==> config.mk <==
export PLATFORM = sky130hd
export DESIGN_NAME = rstseq_ctrl
export DESIGN_NICKNAME = d
export VERILOG_FILES = /design/src/rtl/rstseq_pkg.sv /design/src/rtl/rstseq_sync.sv /design/src/rtl/rstseq_prio.sv /design/src/rtl/rstseq_ctrl.sv
export SDC_FILE = /design/constraint.sdc
export NUM_CORES = 1
export LEC_CHECK = 0
export BUFFER_PORTS_ARGS = -buffer_cell sky130_fd_sc_hd__buf_2
export CAP_MARGIN = 20
export CORE_UTILIZATION = 54
export DETAILED_ROUTE_END_ITERATION = 16
export PLACE_DENSITY = 0.8
export SLEW_MARGIN = 20
export SYNTH_ARGS = -nofsm -noshare
export SYNTH_HDL_FRONTEND = slang
export SYNTH_SLANG_ARGS = --single-unit
==> constraint.sdc <==
create_clock -name clk_slow_i -period 2.35 [get_ports clk_slow_i]
set_input_delay 0.47 -clock clk_slow_i [delete_from_list [all_inputs] [get_ports clk_slow_i]]
set_output_delay 0.47 -clock clk_slow_i [all_outputs]
set_load 0.02 [all_outputs]
==> src/rtl/rstseq_pkg.sv <==
package rstseq_pkg;
    typedef enum logic [1:0] {
        ST_OFF  = 2'd0,
        ST_RC   = 2'd1,
        ST_XTAL = 2'd2,
        ST_RUN  = 2'd3
    } seq_state_e;

    // cause codes
    localparam logic [2:0] CAUSE_POR = 3'd1;
    localparam logic [2:0] CAUSE_BOD = 3'd2;
    localparam logic [2:0] CAUSE_EXT = 3'd3;
    localparam logic [2:0] CAUSE_WDT = 3'd4;
    localparam logic [2:0] CAUSE_SW  = 3'd5;

    // source vector index order equals priority: 0 brown-out .. 3 software
    localparam int SRC_N = 4;
endpackage

==> src/rtl/rstseq_sync.sv <==
module rstseq_sync #(
    parameter int WIDTH  = 1,
    parameter int STAGES = 2
) (
    input  logic             clk_i,
    input  logic             clr_n_i,
    input  logic [WIDTH-1:0] din_i,
    output logic [WIDTH-1:0] dout_o
);
    for (genvar g = 0; g < WIDTH; g++) begin : g_bit
        logic [STAGES-1:0] chain_d, chain_q;
        always_comb begin
            chain_d = {chain_q[STAGES-2:0], din_i[g]};
        end
        always_ff @(posedge clk_i or negedge clr_n_i) begin
            if (!clr_n_i) chain_q <= '0;
            else          chain_q <= chain_d;
        end
        assign dout_o[g] = chain_q[STAGES-1];
    end
endmodule

==> src/rtl/rstseq_prio.sv <==
module rstseq_prio
    import rstseq_pkg::*;
(
    input  logic [SRC_N-1:0] act_i,
    output logic             any_o,
    output logic [2:0]       code_o
);
    always_comb begin
        any_o  = |act_i;
        code_o = CAUSE_POR;
        for (int i = SRC_N - 1; i >= 0; i--) begin
            if (act_i[i]) code_o = CAUSE_BOD + 3'(i);
        end
    end
endmodule

==> src/rtl/rstseq_ctrl.sv <==
module rstseq_ctrl
    import rstseq_pkg::*;
#(
    parameter int RC_CYCLES   = 4,
    parameter int XTAL_CYCLES = 25,
    parameter int SYNC_STAGES = 2
) (
    input  logic       clk_slow_i,
    input  logic       pwr_good_i,
    input  logic       ext_rst_n_i,
    input  logic       sw_req_i,
    input  logic       wdt_exp_i,
    input  logic       bod_i,
    output logic       xtal_en_o,
    output logic       sys_rst_n_o,
    output logic       rst_pin_o,
    output logic [2:0] cause_o
);
    localparam int MAX_CYC = (RC_CYCLES > XTAL_CYCLES) ? RC_CYCLES : XTAL_CYCLES;
    localparam int CNT_W   = $clog2(MAX_CYC + 1);
    localparam logic [CNT_W-1:0] RC_LAST   = CNT_W'(RC_CYCLES - 1);
    localparam logic [CNT_W-1:0] XTAL_LAST = CNT_W'(XTAL_CYCLES - 1);

    typedef struct packed {
        seq_state_e       state;
        logic [CNT_W-1:0] cnt;
        logic [2:0]       cause;
    } seq_regs_t;

    seq_regs_t regs_d, regs_q;

    logic             pwr_ok;
    logic [SRC_N-1:0] src_raw, src_sync;
    logic             src_any;
    logic [2:0]       src_code;

    rstseq_sync #(.WIDTH(1), .STAGES(SYNC_STAGES)) i_pwr_sync (
        .clk_i   (clk_slow_i),
        .clr_n_i (pwr_good_i),
        .din_i   (1'b1),
        .dout_o  (pwr_ok)
    );

    assign src_raw = {sw_req_i, wdt_exp_i, ~ext_rst_n_i, bod_i};

    rstseq_sync #(.WIDTH(SRC_N), .STAGES(SYNC_STAGES)) i_src_sync (
        .clk_i   (clk_slow_i),
        .clr_n_i (pwr_good_i),
        .din_i   (src_raw),
        .dout_o  (src_sync)
    );

    rstseq_prio i_prio (
        .act_i  (src_sync),
        .any_o  (src_any),
        .code_o (src_code)
    );

    always_comb begin
        regs_d = regs_q;
        if (regs_q.state == ST_OFF) begin
            if (pwr_ok) begin
                regs_d.state = ST_RC;
                regs_d.cnt   = '0;
                regs_d.cause = CAUSE_POR;
            end
        end else if (src_any) begin
            regs_d.state = ST_RC;
            regs_d.cnt   = '0;
            regs_d.cause = src_code;
        end else begin
            unique case (regs_q.state)
                ST_RC: begin
                    if (regs_q.cnt == RC_LAST) begin
                        regs_d.state = ST_XTAL;
                        regs_d.cnt   = '0;
                    end else begin
                        regs_d.cnt = regs_q.cnt + 1'b1;
                    end
                end
                ST_XTAL: begin
                    if (regs_q.cnt == XTAL_LAST) begin
                        regs_d.state = ST_RUN;
                        regs_d.cnt   = '0;
                    end else begin
                        regs_d.cnt = regs_q.cnt + 1'b1;
                    end
                end
                default: regs_d.cnt = '0;
            endcase
        end
    end

    always_ff @(posedge clk_slow_i or negedge pwr_good_i) begin
        if (!pwr_good_i) begin
            regs_q.state <= ST_OFF;
            regs_q.cnt   <= '0;
            regs_q.cause <= CAUSE_POR;
        end else begin
            regs_q <= regs_d;
        end
    end

    assign xtal_en_o   = (regs_q.state == ST_XTAL) || (regs_q.state == ST_RUN);
    assign sys_rst_n_o = (regs_q.state == ST_RUN);
    assign rst_pin_o   = (regs_q.state != ST_OFF);
    assign cause_o     = regs_q.cause;


    release_after_xtal_chk: assert property (@(posedge clk_slow_i) disable iff (!pwr_good_i)
        $rose(sys_rst_n_o) |-> $past(xtal_en_o) && !$past(src_any));


    source_forces_reset_chk: assert property (@(posedge clk_slow_i) disable iff (!pwr_good_i)
        (src_any && rst_pin_o) |=> (!sys_rst_n_o && !xtal_en_o && cause_o == $past(src_code)));


    cause_held_chk: assert property (@(posedge clk_slow_i) disable iff (!pwr_good_i)
        (sys_rst_n_o && !src_any) |=> $stable(cause_o));


    xtal_gated_by_rc_chk: assert property (@(posedge clk_slow_i) disable iff (!pwr_good_i)
        $rose(xtal_en_o) |-> $past(rst_pin_o) && !$past(sys_rst_n_o));


    pin_before_release_chk: assert property (@(posedge clk_slow_i) disable iff (!pwr_good_i)
        sys_rst_n_o |-> rst_pin_o);
endmodule

==> reports/metrics.cfg <==
[power_and_ir_drop]
total_power_uw = 874
peakVddDrop_mv = 0.524
power.density_nw_per_um2 = 848
p_leak_uw = 0.000496

[setup_path]
crit_arrival_ns = 1.59
path_buf_inv = 2
crit_chain = inv_1 > ha_1 > or2_2 > buf_2
critPathTopFamily = flip-flops
crit_path_end_kind = output port
start_kind = flip-flop
required_ns = 1.88
max_stage_delay_ns = 0.42
worst_path_max_delay_cell = dfrtp_1
worst-path-max-fanout = 6
crit_type = flip-flop to output port

[sta]
fin_tns_setup_ns = 0
fmax_mhz = 486
setup_viol = 0
rsz0062_at_grt = false
setup_ws_ns = 0.290
clock_skew_ns = 0.00619
finalHoldViolations = 0
final_max_slew_viol_count = 0
fin_crit_sh_pct = 87.6
period_needed_ns = 2.06
hold_slack_ns = 0.0818

[global_route]
overflow = 0
antenna_found_initial = 0
grt_usage_pct = 17.8
grt_pass1_vias = 585
grt_max_degree = 21
grt_pass1_wl_mm = 2.39

[die]
die_x_um = 43.2
io_pins = 12
core-area_um2 = 1540
rows = 14
die_h_um = 43.2
die_area_um2 = 1870
start_util_pct = 59.6

[yosys]
syn_inst = 83
synth_edf_count = 0
synthArstFlopShare_pct = 100
avgSynthCellArea_um2 = 11.1
ys_ff_latch = 20
netlist_area_um2 = 918
synth_top_cell_area_share_pct = 51.8
syn-num-nets = 95
ys_types = 31
synth_area_leaders = dfrtp_1 (52%), ha_1 (8.2%), inv_1 (3.3%)
yosysSeqAreaShare_pct = 54.6
synth_area_leader_cell = dfrtp_1
yosys_warnings = 0
ys.flop_type = dfrtp_1

[cts]
cts_setup_buffers = 0
clk_pin_slew_ns = 0.11
cts_tree = yes
cts_buffers = 3
ctsResizeCount = 0
cts_num_sinks = 20
clockRootBuffer = clkbuf_4
cts_hold_buf = 0
cts_buffer_depth = 2
clock_latency_ns = 0.30
htreeDepth = 1

[detailed_routing]
routedWlPerCell_um = 13.3
firstDrtPassIters = 4
drtAntennaViolNets = 0
viasPerCell = 5.84
drc_errors = 0
drt-total-wl_mm = 1.49
drt_iter0_drc = 12
vias = 654

[finish]
syn_to_final_growth_pct = 12.3
n_fill_cell = 133
drive_above_1_share_pct = 20.8
n_antenna_cell = 0
layout.nets = 109

[placed_design]
portBuffers = 11
dp_hpwl_mm = 1.08
dp_slack_ns = 0.539
routabilityCongestion = 0.824

[run_status]
outcome = completed

[run]
max-cap-violations = 0

[worst_hold_path]
hp-class = input port to async pin

cells in the mapped netlist (2+ instances only):
cell,number
nor3_1,3
a21oi_1,2
nor4b_1,2
buf_4,3
dfrtp_1,19
nor2_1,7
ha_1,6
nand3_1,3
nand2_1,5
o21ai_0,3
inv_1,8
a211o_1,2
o22ai_1,2
flip-flops by register name (all words and copies together), names as in the netlist:
register / count
i_src_sync.g_bit.chain_q: 8
i_pwr_sync.g_bit.chain_q: 2
regs_q: 7
cause_o: 3
cell type report:
cell class                      instances  area [µm²]  area share (%)
Inverter                                8        30.0            2.91
Clock inverter                          1        30.0            2.91
Clock buffer                            3        22.5            2.18
Multi-Input combinational cell         52         364            35.3
Timing Repair Buffer                   12        62.6            6.07
Tap cell                               16        20.0            1.94
Sequential cell                        20         502            48.7
power breakdown:
part	total [µW]	switching, µW	internal, µW
registers	398	20.1	378
logic	202	128	74.6
clock network	274	101	172
total	874	249	625
cells by family (layout without fill, tap and decap cells):
family / after synthesis / count (layout) / synth area share [%]
buf+inv: 11 / 24 / 5.72
flops: 20 / 20 / 54.6
compound gates: 17 / 17 / 14.0
fa+ha+maj: 6 / 6 / 8.17
other cells: 1 / 1 / 0.408
mux: 1 / 1 / 1.09
simple gates: 27 / 27 / 15.9
placed cells by master (no fill, tap or decap), types with 3 or more instances in the layout:
master,count
buf_2,11
clkbuf_4,3
dfrtp_1,19
ha_1,6
inv_1,8
nand2_1,5
nand3_1,3
nor2_1,7
nor3_1,3
o21ai_0,3
through the flow:
step           utilization [%]  instance area [µm²]  std cells
2_1_floorplan                -                  918         83
3_3_place_gp              63.5                  978        108
3_5_place_dp              63.5                  978        108
4_1_cts                   66.9                 1030        112
5_1_grt                   66.9                 1030        112
6_report                  66.9                 1030        112
worst paths after layout:
path / startpoint / to / slack, ns / cells past startpoint
setup / recovery: regs_q[8]$_DFFE_PN0P_ / xtal_en_o / 0.29 / 4
hold / removal: pwr_good_i / regs_q[7]$_DFFE_PN0P_ / 0.08 / 1
setup reg to reg: regs_q[3]$_DFFE_PN0P_ / regs_q[5]$_DFFE_PN0P_ / 0.51 / 5
hold reg to reg: i_src_sync.g_bit[0].chain_q[0]$_DFF_PN0_ / i_src_sync.g_bit[0].chain_q[1]$_DFF_PN0_ / 0.35 / 0
max in group asynchronous: pwr_good_i / cause_o[0]$_DFFE_PN1P_ / 1.94 / 1
min in group clk_slow_i: wdt_exp_i / i_src_sync.g_bit[2].chain_q[0]$_DFF_PN0_ / 0.27 / 1
layer usage:
| layer | track usage [%] | share of wire (%) |
|---|---|---|
| met2 | 29.9 | 49 |
| met1 | 20.9 | 44 |
| met4 | 6.06 | 0.94 |
| met5 | 0 | 0 |
| met3 | 6.38 | 5.9 |
No activity file was read; power rests on OpenSTA's default activity.
